==> src/rtl/tg_pkg.sv <==
package tg_pkg;
  typedef enum logic [1:0] {
    CASC_OFF    = 2'b00,
    CASC_NORMAL = 2'b01,
    CASC_TEMP   = 2'b10
  } casc_code_e;

  localparam int unsigned NUM_LIMITS   = 4;
  localparam int unsigned LIM_CHG_HOT  = 0;
  localparam int unsigned LIM_CHG_COLD = 1;
  localparam int unsigned LIM_DSG_HOT  = 2;
  localparam int unsigned LIM_DSG_COLD = 3;

  // temperature fault outranks voltage shut-off
  function automatic casc_code_e casc_encode(input logic temp_fault, input logic volt_off);
    if (temp_fault)    return CASC_TEMP;
    else if (volt_off) return CASC_OFF;
    else               return CASC_NORMAL;
  endfunction
endpackage

==> src/rtl/tg_window_timer.sv <==
module tg_window_timer #(
  parameter int unsigned PERIOD_CYC = 2680,
  parameter int unsigned WINDOW_CYC = 16
) (
  input  logic clk_i,
  input  logic rst_ni,
  input  logic en_i,
  output logic sense_o,
  output logic sample_o
);
  localparam int unsigned CW = (PERIOD_CYC > 2) ? $clog2(PERIOD_CYC) : 1;

  logic [CW-1:0] cnt_q;
  logic          last_cyc;

  assign last_cyc = (cnt_q == CW'(PERIOD_CYC - 1));

  always_ff @(posedge clk_i or negedge rst_ni) begin
    if (!rst_ni)       cnt_q <= '0;
    else if (last_cyc) cnt_q <= '0;
    else               cnt_q <= cnt_q + 1'b1;
  end

  assign sense_o  = en_i & (cnt_q < CW'(WINDOW_CYC));
  assign sample_o = en_i & (cnt_q == CW'(WINDOW_CYC - 1));
endmodule

==> src/rtl/tg_limit_qual.sv <==
module tg_limit_qual #(
  parameter int unsigned DETECT_CYC  = 2048,
  parameter int unsigned RELEASE_CYC = 100
) (
  input  logic clk_i,
  input  logic rst_ni,
  input  logic en_i,
  input  logic sample_i,
  input  logic det_i,
  input  logic rel_i,
  output logic fault_o
);
  localparam int unsigned MAXC = (DETECT_CYC > RELEASE_CYC) ? DETECT_CYC : RELEASE_CYC;
  localparam int unsigned TW   = $clog2(MAXC + 1);

  logic          det_q, rel_q, fault_q;
  logic [TW-1:0] tmr_q;
  logic          cond;
  logic [TW-1:0] lim;

  // faulted: wait for release flag to drop; idle: wait for detect flag
  assign cond = fault_q ? ~rel_q : det_q;
  assign lim  = fault_q ? TW'(RELEASE_CYC - 1) : TW'(DETECT_CYC - 1);

  always_ff @(posedge clk_i or negedge rst_ni) begin
    if (!rst_ni) begin
      det_q   <= 1'b0;
      rel_q   <= 1'b0;
      fault_q <= 1'b0;
      tmr_q   <= '0;
    end else if (!en_i) begin
      det_q   <= 1'b0;
      rel_q   <= 1'b0;
      fault_q <= 1'b0;
      tmr_q   <= '0;
    end else begin
      if (sample_i) begin
        det_q <= det_i;
        rel_q <= rel_i;
      end
      if (!cond) begin
        tmr_q <= '0;
      end else if (tmr_q == lim) begin
        tmr_q   <= '0;
        fault_q <= ~fault_q;
      end else begin
        tmr_q <= tmr_q + 1'b1;
      end
    end
  end

  assign fault_o = fault_q;
endmodule

==> src/rtl/thermal_guard.sv <==
module thermal_guard
  import tg_pkg::*;
#(
  parameter int unsigned PERIOD_CYC  = 2680,
  parameter int unsigned WINDOW_CYC  = 16,
  parameter int unsigned DETECT_CYC  = 2048,
  parameter int unsigned RELEASE_CYC = 100
) (
  input  logic       clk_i,
  input  logic       rst_ni,
  input  logic       en_i,
  input  logic [3:0] det_i,
  input  logic [3:0] rel_i,
  input  logic       volt_off_i,
  output logic       sense_o,
  output logic       chg_inh_o,
  output logic       dsg_inh_o,
  output logic [1:0] casc_o
);
  logic                  sample;
  logic [NUM_LIMITS-1:0] fault;
  casc_code_e            casc;

  tg_window_timer #(
    .PERIOD_CYC(PERIOD_CYC),
    .WINDOW_CYC(WINDOW_CYC)
  ) i_window (
    .clk_i   (clk_i),
    .rst_ni  (rst_ni),
    .en_i    (en_i),
    .sense_o (sense_o),
    .sample_o(sample)
  );

  for (genvar g = 0; g < NUM_LIMITS; g++) begin : g_limit
    tg_limit_qual #(
      .DETECT_CYC (DETECT_CYC),
      .RELEASE_CYC(RELEASE_CYC)
    ) i_qual (
      .clk_i   (clk_i),
      .rst_ni  (rst_ni),
      .en_i    (en_i),
      .sample_i(sample),
      .det_i   (det_i[g]),
      .rel_i   (rel_i[g]),
      .fault_o (fault[g])
    );
  end

  assign chg_inh_o = fault[LIM_CHG_HOT] | fault[LIM_CHG_COLD];
  assign dsg_inh_o = fault[LIM_DSG_HOT] | fault[LIM_DSG_COLD];
  assign casc      = casc_encode(chg_inh_o | dsg_inh_o, volt_off_i);
  assign casc_o    = casc;
endmodule

==> config.mk <==
export PLATFORM = sky130hd
export DESIGN_NAME = thermal_guard
export DESIGN_NICKNAME = d
export VERILOG_FILES = /design/src/rtl/tg_pkg.sv /design/src/rtl/tg_window_timer.sv /design/src/rtl/tg_limit_qual.sv /design/src/rtl/thermal_guard.sv
export SDC_FILE = /design/constraint.sdc
export NUM_CORES = 1
export LEC_CHECK = 0
export BUFFER_PORTS_ARGS = -buffer_cell sky130_fd_sc_hd__buf_2
export CAP_MARGIN = 20
export CELL_PAD_IN_SITES_DETAIL_PLACEMENT = 0
export CELL_PAD_IN_SITES_GLOBAL_PLACEMENT = 1
export CORE_MARGIN = 5
export CORE_UTILIZATION = 52
export DETAILED_ROUTE_END_ITERATION = 8
export MAX_ROUTING_LAYER = met4
export PLACE_DENSITY = 0.87
export SETUP_SLACK_MARGIN = 0.5
export SLEW_MARGIN = 20
export SYNTH_ARGS = -nofsm -noshare
export SYNTH_HDL_FRONTEND = slang
export SYNTH_SLANG_ARGS = --single-unit
export TNS_END_PERCENT = 100
==> constraint.sdc <==
create_clock -name clk_i -period 5.6 [get_ports clk_i]
set_input_delay 1.4 -clock clk_i [delete_from_list [all_inputs] [get_ports clk_i]]
set_output_delay 1.4 -clock clk_i [all_outputs]
set_load 0.02 [all_outputs]
After elaboration in Yosys (flattened, before gate mapping)
Index checks and enable logic that the tools add are counted.
- input bits: 12
- output and inout bits: 5
- register bits after elaboration: 72
- word-level logic and storage cells: 106
- eq/ne operators: 15
- muxes and demuxes: 51
- order comparisons: 1
- reductions and logical operators: 4
- bitwise operators: 13
- add/sub/neg operators: 5
- operators by type and width (kind ; count):
    12-bit two-way mux ; 13
    12-bit by 1-bit adder with 12-bit output, second input constant ; 5
    12-bit == test ; 4
    11-bit two-way mux ; 4
    1-bit two-way mux ; 33
    2-bit by 1-bit != test with 1-bit output, second input constant ; 9
    12-bit == test, second input constant ; 1
    12-bit by 4-bit == test with 1-bit output, second input constant ; 1
    12-bit by 5-bit < comparator with 1-bit output, second input constant ; 1
    1-bit inverter ; 8
    2-bit AND reduction ; 4
    1-bit OR ; 3
    1-bit AND ; 2
    2-bit two-way mux ; 1

Longest topological paths before layout
- depth after elaboration: 5
- mapped depth: 6
- mapped depth without buffers: 5

Modules after synthesis
A second synthesis with hierarchy kept.
- cells, all modules: 363
- area total of the unflattened synthesis: 3712.3 um^2
- by module, submodules not included (module ; sequential area each (um^2) ; times used ; area an instance (um^2) ; cells an instance):
    tg_limit_qual (g_limit[0].i_qual ...) ; 375.4 ; 3 ; 770.7 ; 75
    tg_limit_qual (g_limit[1].i_qual) ; 375.4 ; 1 ; 794.5 ; 77
    tg_window_timer ; 300.3 ; 1 ; 575.6 ; 57
    thermal_guard ; 0.0 ; 1 ; 30.0 ; 4

Worst setup path after synthesis
Ideal clock, no wire load.
- path type: input to output
- start point: input port en_i
- end point: output port sense_o
- path slack: 2.315 ns
- data required time: 4.200 ns
- arrival time: 1.885 ns
- path buffers: 1
- stages: 2
- path through: clkbuf_1 -> and2_1
- longest elaborated chain between the ends: 1
- ends and longest elaborated chain (item ; line ; source):
    from (decl) ; thermal_guard.sv:11 ; input logic en_i,
    1-bit AND ; tg_window_timer.sv:24 ; assign sense_o = en_i & (cnt_q < CW'(WINDOW_CYC));
    to (decl) ; thermal_guard.sv:15 ; output logic sense_o,
Every way passes these cells.

Worst setup path in the final report
Ends and elaborated chain as after synthesis.

==> reports/qor.yml <==
layout:
  layout_common_cells: "dfrtp_1 (72), nor2_1 (71), xnor2_1 (33), nand3_1 (29), nand2_1 (20)"
  nNetsFinal: 396
  num-fill-cells: 599
  area_growth_pct: 9.45
  final_common_cell: "dfrtp_1"
  utilization_pct: 57.6
  drive_gt1_share_pct: 9.38
  antenna_cells: 0
clocking:
  htree_levels: 3
  cts_buffers: 9
  cts-resized-gates: 0
  cts_sinks: 72
  ctsRootBufferMaster: "clkbuf_8"
  clk_latency_ns: 0.34
  clk_pin_slew_ns: 0.07
  clk_path_buf_depth: 2
  postCtsHoldBufs: 0
  cts_tree: "yes"
  postCtsSetupBuffers: 0
power:
  max-vdd-ir-drop_mv: 0.102
  p_leak_nw: 1.56
  p_per_area_nw_per_um2: 238
worst_setup_path:
  cp_slowest_cell: "buf_2"
  reg2reg_depth: 4
  cp.depth: 3
  cp-startpoint: "en_i"
  start_kind: "input port"
  critPathArrivalTime_ns: 1.91
  endpoint_kind: "output pin"
  regToRegEndpoint: "g_limit[1].i_qual.tmr_q[10]$_DFF_PN0_"
  worstPathRequired_ns: 4.20
  cp_cell_sequence: "buf_2, and2_1, buf_2"
  crit_end: "sense_o"
  r2r_setup_slack_ns: 3.17
  crit_path_frequent_cell: "buf_2"
  crit_path_max_incr_delay_ns: 0.21
  worst-path-buf-inv: 2
  path_delay_family: "buffers and inverters"
  r2r_start: "g_limit[1].i_qual.tmr_q[8]$_DFF_PN0_"
  path_max_fanout: 12
  crit_type: "input port to output pin"
yosys:
  synth_cell_type_count: 41
  synth_seq_cells: 72
  synthFlopType: "dfrtp_1"
  ys_seq_area_share_pct: 51.0
  synth_nets: 377
  async_reset_ff_share_pct: 100
  synth_cells: 360
  synth_warnings: 0
  synth_edf_count: 0
  avgSynthCellArea_um2: 9.82
  mappedNetlistArea_um2: 3530
sta:
  final-hold-violation-count: 0
  relSlewSlack_pct: 31.1
  post-route-period-util_pct: 59.1
  tightest_slew_ns: 1.02
  fin_setup_tns_ns: 0
  grt_setup_unrepaired: "no"
  finalSetupViolations: 0
  slew_violations: 0
  clock.fmax_ghz: 0.302
  period_needed_ns: 3.31
  finClkSkew_ns: 0.00636
floorplanning:
  rows: 30
  dieWidth_um: 92.4
  initial_core_util_pct: 52.6
  fp.dieArea_um2: 8550
  core_area_um2: 6720
  die_h_um: 92.4
  io_pins: 17
global_routing:
  grt_pass1_wl_um: 11400
  grt_max_degree: 38
  antenna_found_initial: 0
  grt_overflow_total: 0
  grt_use_total_pct: 17.0
  grt_pass1_vias: 2581
route:
  avgRoutedWirePerCell_um: 13.9
  drc: 0
  dr.pass1.iters: 4
  vias: 2603
  drtIter0Drc: 82
  viasPerCell: 5.61
  routed_wl_um: 6440
  final_antenna_net_count: 0
place:
  place_hpwl_um: 4570
  port_buffers: 16
  globalplace.congestion: 0.822
min_path:
  hold_path.class: "flop to flop"
status:
  outcome: "finished clean"
job:
  maxCapViolations: 0
## power breakdown
part / leakage, nW / internal, mW / total (mW) / switching (mW)
Sequential: 0.992 / 0.520 / 0.520 / 0.00000000000637
Clock: 0.0941 / 0.204 / 0.384 / 0.180
Combinational: 0.473 / 0.00395 / 0.0182 / 0.0143
## cell usage after synthesis, types with 2 or more instances
| cell type | number | share of area [%] |
|---|---|---|
| nor4b_1 | 4 | 0.99 |
| o21ai_0 | 3 | 0.42 |
| or2_2 | 4 | 0.71 |
| ha_1 | 5 | 1.8 |
| mux2i_1 | 2 | 0.57 |
| o21bai_1 | 2 | 0.42 |
| or4b_1 | 2 | 0.57 |
| clkbuf_1 | 7 | 0.74 |
| and4_1 | 3 | 0.74 |
| and4b_1 | 2 | 0.57 |
| nand4b_1 | 3 | 0.74 |
| dfrtp_1 | 72 | 51 |
| inv_1 | 10 | 1.1 |
| nand4_1 | 8 | 1.4 |
| xor2_1 | 15 | 3.7 |
| xnor2_1 | 33 | 8.2 |
| nand3_1 | 29 | 4.1 |
| and3_1 | 7 | 1.2 |
| nor2_1 | 71 | 7.5 |
| nor3_1 | 12 | 1.7 |
| o211ai_1 | 3 | 0.64 |
| or4_1 | 4 | 0.85 |
| nand2_1 | 20 | 2.1 |
| nor4_1 | 6 | 1.1 |
| a22o_1 | 8 | 2.0 |
| a21boi_1 | 2 | 0.42 |
| nor2b_1 | 2 | 0.35 |
| buf_2 | 3 | 0.42 |
| o311ai_0 | 2 | 0.50 |
| o311a_1 | 2 | 0.57 |
| a21oi_1 | 4 | 0.57 |
## worst min path at each step
stage                                            from                     endpoint  cells after the start
final                     i_window.cnt_q[0]$_DFF_PN0_  i_window.cnt_q[0]$_DFF_PN0_                      1
after global routing      i_window.cnt_q[0]$_DFF_PN0_  i_window.cnt_q[0]$_DFF_PN0_                      1
after CTS                 i_window.cnt_q[0]$_DFF_PN0_  i_window.cnt_q[0]$_DFF_PN0_                      1
after detailed placement  i_window.cnt_q[0]$_DFF_PN0_  i_window.cnt_q[0]$_DFF_PN0_                      1
after global placement    i_window.cnt_q[0]$_DFF_PN0_  i_window.cnt_q[0]$_DFF_PN0_                      1
after floorplan           i_window.cnt_q[0]$_DFF_PN0_  i_window.cnt_q[0]$_DFF_PN0_                      1
## flip-flops by register name, indices dropped and copies added, names as in the netlist
register and count:
g_limit.i_qual.rel_q 4, i_window.cnt_q 12, g_limit.i_qual.fault_o 4, g_limit.i_qual.det_q 4, g_limit.i_qual.tmr_q 48
## cells by family after synthesis
| family | Yosys count | share of synthesized area [%] |
|---|---|---|
| buf+inv | 20 | 2.23 |
| xor+xnor | 48 | 11.9 |
| flops | 72 | 51.0 |
| fa+ha+maj | 5 | 1.77 |
| mux | 3 | 0.885 |
| compound gates | 32 | 6.97 |
| simple gates | 180 | 25.3 |
## metal layers
| metal | part of all wire, % | vias to the layer above | GRT usage (%) |
|---|---|---|---|
| met5 | 0 | - | - |
| met4 | 1.4 | 0 | 7.80 |
| met3 | 4.1 | 9 | 3.09 |
| met2 | 45 | 44 | 26.5 |
| met1 | 50 | 1256 | 21.6 |
| li1 | - | 1294 | - |
## stage by stage
stage,hold WS (ns),cell area [um^2],power (mW),setup WS (ns),std cells
floorplan,0.448,3530,0.532,2.31,360
finish,0.487,3870,0.922,2.29,464
global route,0.517,3870,0.959,2.23,464
global placement,0.468,3690,0.549,2.29,448
detailed placement,0.478,3690,0.549,2.29,448
CTS,0.488,3870,0.936,2.28,464
## layout make-up
class                   count  area, um^2  area share [%]
clock inverters             4        45.0            1.16
flip-flops and latches     72        1800            46.6
clock buffers              12         135            3.49
well taps                  80         100            2.59
multi-input cells         268        1650            42.8
repair buffers             18        95.1            2.46
inverters                  10        37.5           0.970
(Power assumes the default switching activity.)
